## src/rtl/wake_pkg.sv

```systemverilog
package wake_pkg;
  // word index of each register (byte offset >> 2)
  typedef enum logic [1:0] {
    REG_EDGE = 2'd0,
    REG_EN   = 2'd1,
    REG_CLR  = 2'd2,
    REG_STAT = 2'd3
  } reg_sel_e;
endpackage

```

## src/rtl/wake_edge_det.sv

```systemverilog
module wake_edge_det #(
  parameter int unsigned N_IN   = 13,
  parameter int unsigned STAGES = 2
) (
  input  logic            clk,
  input  logic            rst,
  input  logic [N_IN-1:0] pins,
  input  logic [N_IN-1:0] rise_sel,
  output logic [N_IN-1:0] evt
);
  for (genvar i = 0; i < N_IN; i++) begin : g_bit
    logic [STAGES-1:0] chain;
    logic              prev;
    logic              cur;
    always_ff @(posedge clk) begin
      if (rst) begin
        chain <= '0;
        prev  <= 1'b0;
      end else begin
        chain <= {chain[STAGES-2:0], pins[i]};
        prev  <= chain[STAGES-1];
      end
    end
    assign cur    = chain[STAGES-1];
    assign evt[i] = rise_sel[i] ? (cur & ~prev) : (~cur & prev);
  end
endmodule

```

## src/rtl/wake_pend.sv

```systemverilog
module wake_pend #(
  parameter int unsigned    N_IN         = 13,
  parameter logic [N_IN-1:0] PEND_POWERUP = '1
) (
  input  logic            clk,
  input  logic            rst,
  input  logic [N_IN-1:0] evt,
  input  logic [N_IN-1:0] clr,
  output logic [N_IN-1:0] pend
);
  always_ff @(posedge clk) begin
    if (rst) pend <= PEND_POWERUP;
    else     pend <= (pend & ~clr) | evt;
  end

  // an event seen in a cycle is pending in the next, clear or not
  a_r7_event_wins: assert property (@(posedge clk) disable iff (rst)
    (!rst) |=> ((pend & $past(evt)) == $past(evt)));
  // a clear without a concurrent event empties the bit
  a_r3_clear_drops: assert property (@(posedge clk) disable iff (rst)
    (!rst) |=> ((pend & $past(clr & ~evt)) == '0));
endmodule

```

## src/rtl/wake_regs.sv

```systemverilog
module wake_regs
  import wake_pkg::*;
#(
  parameter int unsigned N_IN   = 13,
  parameter int unsigned DATA_W = 32,
  parameter int unsigned ADDR_W = 4
) (
  input  logic              clk,
  input  logic              rst,
  input  logic              req,
  input  logic              wr,
  input  logic [ADDR_W-1:0] addr,
  input  logic [DATA_W-1:0] wdata,
  input  logic [N_IN-1:0]   status,
  output logic [N_IN-1:0]   edge_sel,
  output logic [N_IN-1:0]   enable,
  output logic [N_IN-1:0]   clr_mask,
  output logic [DATA_W-1:0] rdata,
  output logic              ack
);
  logic     hit;
  reg_sel_e sel;
  logic     wr_en;
  logic [DATA_W-1:0] rd_mux;

  assign hit   = (addr[1:0] == 2'b00) && ((addr >> 4) == '0);
  assign sel   = reg_sel_e'(addr[3:2]);
  assign wr_en = req && wr && hit;

  assign clr_mask = (wr_en && sel == REG_CLR) ? wdata[N_IN-1:0] : '0;

  always_comb begin
    rd_mux = '0;
    if (hit) begin
      unique case (sel)
        REG_EDGE: rd_mux[N_IN-1:0] = edge_sel;
        REG_EN:   rd_mux[N_IN-1:0] = enable;
        REG_CLR:  rd_mux           = '0;
        REG_STAT: rd_mux[N_IN-1:0] = status;
      endcase
    end
  end

  always_ff @(posedge clk) begin
    if (rst) begin
      edge_sel <= '0;
      enable   <= '0;
      rdata    <= '0;
      ack      <= 1'b0;
    end else begin
      ack   <= req;
      rdata <= (req && !wr) ? rd_mux : '0;
      if (wr_en && sel == REG_EDGE) edge_sel <= wdata[N_IN-1:0];
      if (wr_en && sel == REG_EN)   enable   <= wdata[N_IN-1:0];
    end
  end

  // every request is acknowledged on the next cycle
  a_r8_ack_follows_req: assert property (@(posedge clk) disable iff (rst)
    req |=> ack);
  // reserved read bits are always zero
  a_r2_reserved_zero: assert property (@(posedge clk) disable iff (rst)
    ack |-> (rdata[DATA_W-1:N_IN] == '0));
endmodule

```

## src/rtl/wake_edge_ctrl.sv

```systemverilog
module wake_edge_ctrl #(
  parameter int unsigned     N_IN         = 13,
  parameter int unsigned     DATA_W       = 32,
  parameter int unsigned     ADDR_W       = 4,
  parameter int unsigned     SYNC_STAGES  = 2,
  parameter logic [N_IN-1:0] PEND_POWERUP = '1
) (
  input  logic              clk,
  input  logic              rst,
  input  logic [N_IN-1:0]   wake_pins,
  input  logic              bus_req,
  input  logic              bus_wr,
  input  logic [ADDR_W-1:0] bus_addr,
  input  logic [DATA_W-1:0] bus_wdata,
  output logic [DATA_W-1:0] bus_rdata,
  output logic              bus_ack,
  output logic              wake_req
);
  logic [N_IN-1:0] edge_sel, enable, clr_mask, evt, pend, status;

  wake_edge_det #(.N_IN(N_IN), .STAGES(SYNC_STAGES)) u_det (
    .clk(clk), .rst(rst), .pins(wake_pins), .rise_sel(edge_sel), .evt(evt)
  );

  wake_pend #(.N_IN(N_IN), .PEND_POWERUP(PEND_POWERUP)) u_pend (
    .clk(clk), .rst(rst), .evt(evt), .clr(clr_mask), .pend(pend)
  );

  wake_regs #(.N_IN(N_IN), .DATA_W(DATA_W), .ADDR_W(ADDR_W)) u_regs (
    .clk(clk), .rst(rst), .req(bus_req), .wr(bus_wr), .addr(bus_addr),
    .wdata(bus_wdata), .status(status), .edge_sel(edge_sel),
    .enable(enable), .clr_mask(clr_mask), .rdata(bus_rdata), .ack(bus_ack)
  );

  assign status = pend & enable;

  always_ff @(posedge clk) begin
    if (rst) wake_req <= 1'b0;
    else     wake_req <= |status;
  end

  // wake request tracks last cycle's status
  a_r6_wake_registered: assert property (@(posedge clk) disable iff (rst)
    (!rst) |=> (wake_req == $past(|status)));
endmodule

```

## config.mk

```make
export PLATFORM = sky130hd
export DESIGN_NAME = wake_edge_ctrl
export DESIGN_NICKNAME = d
export VERILOG_FILES = /design/src/rtl/wake_pkg.sv /design/src/rtl/wake_edge_det.sv /design/src/rtl/wake_pend.sv /design/src/rtl/wake_regs.sv /design/src/rtl/wake_edge_ctrl.sv
export SDC_FILE = /design/constraint.sdc
export NUM_CORES = 1
export LEC_CHECK = 0
export BUFFER_PORTS_ARGS = -buffer_cell sky130_fd_sc_hd__buf_2
export CELL_PAD_IN_SITES_DETAIL_PLACEMENT = 0
export CELL_PAD_IN_SITES_GLOBAL_PLACEMENT = 1
export CORE_MARGIN = 3
export CORE_UTILIZATION = 43
export DETAILED_ROUTE_END_ITERATION = 8
export PLACE_DENSITY = 0.94
export SLEW_MARGIN = 30
export SYNTH_ARGS = -nofsm -noshare
export SYNTH_HDL_FRONTEND = slang
export SYNTH_SLANG_ARGS = --single-unit
```

## constraint.sdc

```tcl
create_clock -name clk -period 2.35 [get_ports clk]
set_input_delay 0.705 -clock clk [delete_from_list [all_inputs] [get_ports clk]]
set_output_delay 0.705 -clock clk [all_outputs]
set_load 0.03 [all_outputs]
```

## Yosys cells after proc, flatten, opt, wreduce, memory -nomap -nowiden

Index checks and enable logic that the tools add are counted.

| cells by class | value |
|---|---|
| reductions and logical operators | 12 |
| bitwise operators | 58 |
| eq/ne operators | 3 |
| mux-type cells | 15 |

Operators by type and width:

| cell | number |
|---|---|
| one-hot mux 13 bit (4 select lines) | 1 |
| inverter 1 bit | 28 |
| AND 1 bit | 26 |
| AND 13 bit | 2 |
| two-way mux 1 bit | 13 |
| two-way mux 13 bit | 1 |
| inverter 13 bit | 1 |
| bitwise OR 13 bit | 1 |
| OR reduction 13 bit | 1 |
| logical AND 1 bit | 6 |
| == test 2 bit (second input constant) | 2 |
| logical NOT 2 bit | 2 |
| OR reduction 3 bit | 1 |
| == test 2 x 1 -> 1 bit (second input constant) | 1 |
| OR reduction 2 bit | 1 |
| logical NOT 1 bit | 1 |

| word-level totals | value |
|---|---|
| output and inout port bits | 34 |
| flip-flop bits (word level) | 112 |
| input port bits | 53 |
| word-level logic and storage cells | 121 |

## Logic depth before layout (Yosys ltp)

| logic depth | value |
|---|---|
| depth after elaboration | 7 |
| gate-level depth with buffers | 5 |
| gate-level depth less buffers | 3 |

## Cells and area by module

A second synthesis with hierarchy kept.

| second synthesis, totals | value |
|---|---|
| cell total of the unflattened synthesis | 394 |
| area, all modules | 3928.8 µm² |

By module, submodules not included:

| module | sequential area each (µm²) | instances | cells an instance | area each (µm²) |
|---|---|---|---|---|
| wake_regs | 800.8 | 1 | 199 | 1996.9 |
| wake_edge_det | 780.7 | 1 | 121 | 1338.8 |
| wake_pend | 260.2 | 1 | 53 | 434.2 |
| wake_edge_ctrl | 20.0 | 1 | 21 | 158.9 |

## Least setup slack after synthesis

No wires, ideal clock.

| path | value |
|---|---|
| path kind | input to register |
| from | in bus_addr[2] |
| to | reg u_pend.pend[10] |
| cell stages on the path | 5 |
| required time | 2.230 ns |
| path buffers | 2 |
| arrival time | 1.549 ns |
| setup slack | 0.682 ns |
| library setup time | 0.120 ns |
| cells stage by stage | buf_4 and2b_2 buf_6 nand3_1 a211o_1 |

| between the ends | value |
|---|---|
| word-level cells in the longest chain between the ends | 6 |

RTL lines:

| what | line | source |
|---|---|---|
| from (decl) | wake_edge_ctrl.sv:13 | `input logic [ADDR_W-1:0] bus_addr,` |
| == test 2 bit | wake_regs.sv:30 | `assign clr_mask = (wr_en && sel == REG_CLR) ? wdata[N_IN-1:0] : '0;` |
| logical AND 1 bit | wake_regs.sv:30 |  |
| two-way mux 13 bit | wake_regs.sv:30 |  |
| inverter 13 bit | wake_pend.sv:13 | `else pend <= (pend & ~clr) \| evt;` |
| AND 13 bit | wake_pend.sv:13 |  |
| bitwise OR 13 bit | wake_pend.sv:13 |  |
| to (signal assigned) | wake_pend.sv:13 |  |
| to (decl) | wake_pend.sv:9 | `output logic [N_IN-1:0] pend` |

No other way between the ends.
A chain may end at the register's enable or synchronous reset.

## Worst setup path after layout

| path | value |
|---|---|
| from | in bus_addr[3] |
| to | reg u_pend.pend[0] |

The elaborated chain is that of the path after synthesis.

==> metrics.yaml <==
cts_tree: "built"
netlist_instances: 377
p_int_mw: 2.16
tns_ns: 0
ys_ff_latch: 93
pwr_density_cell_nw_per_um2: 712
grt.met2_usage_pct: 24.1
final_nets: 471
status: "finished, final reports clean"
start_util_pct: 45.2
clk_pin_slew_ns: 0.08
cts_resized: 0
root_buffer: "clkbuf_8"
p_comb_share_pct: 7.0
place_congestion: 0.775
rows: 32
ios: 87
finalHoldViolCount: 0
hold_path_class: "flop to flop"
wl_per_cell_microns: 14.0
grt_setup_unrepaired: "no"
core_sq_um: 7890
utilization_pct: 50.7
crit_path_top_delay_cell: "buf_2"
placement.io_buffers: 48
cts_buffer_depth: 2
holdWs_ns: 0.440
drc: 0
pwr-share-seq_pct: 56.9
end_kind: "flop"
antenna_cells: 0
slew_headroom_pct: 63.3
grt_pass1_wl_microns: 12100
fmax_mhz: 606
overflow: 0
critical_path.top_delay_family: "buffers and inverters"
routed_via_density: 5.30
antenna_found_initial: 0
die_x_microns: 97.1
crit_type: "input port to flop"
grt_usage_pct: 15.7
busiest_layer: "met2"
final_layout_size_suffix_gt1_share_pct: 17.3
cp_num_buf_inv: 2
finalMaxSlewViolations: 0
swShare_pct: 24.2
drt_iter0_drc: 169
met3_usage_pct: 3.95
grt_max_degree: 48
ys_seq_area_share_pct: 52.2
drv_cap: 0
clock-sinks: 93
synth_enable_flop_cells: 0
synth-async-reset-ratio_pct: 0
dieHeight_microns: 97.1
drtPass1Iterations: 4
synth-main-ff-cell: "dfxtp_1"
cts_setup_buffers: 0
period_share_pct: 70.3
syn-cell-area_sq_um: 3570
arrival_ns: 1.90
num_vias: 2785
clkLatencyLatePin_ns: 0.36
crit_chain: "buf_2 > and2b_2 > buf_4 > nand3_1 > a211o_1"
syn_to_final_growth_pct: 12.2
synth_cell_types: 32
antenna_left: 0
crit_path_start_kind: "input port"
cp_slowest_stage_delay_ns: 0.33
path_max_fanout: 18
p_leak_nw: 1.44
wirelength_microns: 7370
ctsHoldBuffers: 0
grt_pass1_vias: 2538
irDropWorstVdd_uv: 345
syn_avg_cell_area_sq_um: 9.47
dp_hpwl_microns: 4770
grt_util_met1_pct: 20.9
skew_ns: 0.00791
h-tree-depth: 3
die-area_sq_um: 9430
tightestPinTransition_ns: 0.550
p_sw_mw: 0.690
setup_viol: 0
min_period_ns: 1.65
numCtsBuffers: 9
required_ns: 2.60
power.share.clock_pct: 36.1
synth_warnings: 0
[sequential cells by signal, indices dropped and copies added (netlist names)]
signal,cells
u_det.g_bit.chain,26
u_det.g_bit.prev,13
u_pend.pend,13
u_regs.edge_sel,13
u_regs.enable,13
u_regs.rdata,13
u_regs.ack,1
wake_req,1
[layout by cell type, fill, tap and decap left out, types with 2 or more instances in the layout]
cell	synthesis	final
nand3_1	39	39
clkinv_2	0	2
a211o_1	12	12
nor2b_1	40	40
clkbuf_8	0	9
buf_4	23	7
nand2_1	2	2
buf_2	5	48
nor2_1	14	14
a32oi_1	13	13
a22oi_1	3	3
dfxtp_1	93	93
o21ai_0	38	38
a21oi_1	26	26
conb_1	1	19
nand2b_1	25	25
nand3b_1	12	12
clkinvlp_4	0	2
[logic make-up after synthesis]
kind of cell,share of synthesized area [%]
flip-flops,52.2
other,0.105
AO/OA/AOI/OAI,17.0
AND/OR/NAND/NOR,23.3
buffers and inverters,7.43
[synth_stat cells, drive strengths merged (2+ instances only)]
| cell | count | area share [%] |
|---|---|---|
| dfxtp | 93 | 52 |
| buf | 29 | 5.9 |
| a211o | 12 | 2.9 |
| and2b | 2 | 0.46 |
| nand2 | 2 | 0.21 |
| nand3b | 12 | 2.5 |
| a32oi | 13 | 3.2 |
| o21ai | 38 | 5.3 |
| nand3 | 39 | 5.5 |
| nor2b | 40 | 7.0 |
| a21oi | 26 | 3.6 |
| clkbuf | 15 | 1.6 |
| a22oi | 3 | 0.63 |
| nand2b | 25 | 4.4 |
| nor2 | 15 | 1.6 |
[worst paths after layout]
check / slack [ns] / endpoint / from / depth (start not counted)
hold / removal: 0.44 / u_det.g_bit[0].chain[1]$_SDFF_PP0_ / u_det.g_bit[0].chain[0]$_SDFF_PP0_ / 1
setup reg to reg: 1.18 / wake_req$_SDFF_PP0_ / u_pend.pend[5]$_SDFF_PP1_ / 3
setup / recovery: 0.70 / u_pend.pend[0]$_SDFF_PP1_ / bus_addr[3] / 5
hold reg to reg: 0.44 / u_det.g_bit[0].chain[1]$_SDFF_PP0_ / u_det.g_bit[0].chain[0]$_SDFF_PP0_ / 1
[power by group through the flow]
stage | combinational [mW] | clock, mW | sequential (mW)
2_1_floorplan | 0.156 | 0 | 1.66
3_3_place_gp | 0.197 | 0 | 1.66
3_5_place_dp | 0.198 | 0 | 1.66
4_1_cts | 0.199 | 1.06 | 1.62
5_1_grt | 0.217 | 1.12 | 1.63
6_report | 0.199 | 1.03 | 1.62
[metrics by stage]
stage               setup WS [ns]  total power [mW]  area [sq um]  cells
finish                      0.699              2.85          4000    525
global route                0.649              2.96          4000    525
CTS                         0.743              2.88          4000    525
detailed placement          0.350              1.86          3810    509
global placement            0.369              1.85          3810    509
floorplan                   0.682              1.81          3640    395
[routing by layer]
layer	vias to the layer above	share of wire [%]
met4	0	0.61
met1	1306	44
met5	-	0
li1	1367	-
met3	5	8.7
met2	107	47
[worst reg2reg max path, cell delays in order (launching register included)]
cell and delay [ns]:
dfxtp_1 0.34, a222oi_1 0.39, and3_1 0.21, a31oi_1 0.09
[cell type report]
class                   instances  area [sq um]
clock buffers                  10           128
well taps                     102           128
multi-input cells             258          1510
fillers                       722          3880
flip-flops and latches         93          1860
clock inverters                 6          63.8
repair buffers                 56           313
Note: power is estimated with default switching activity, not from simulation.
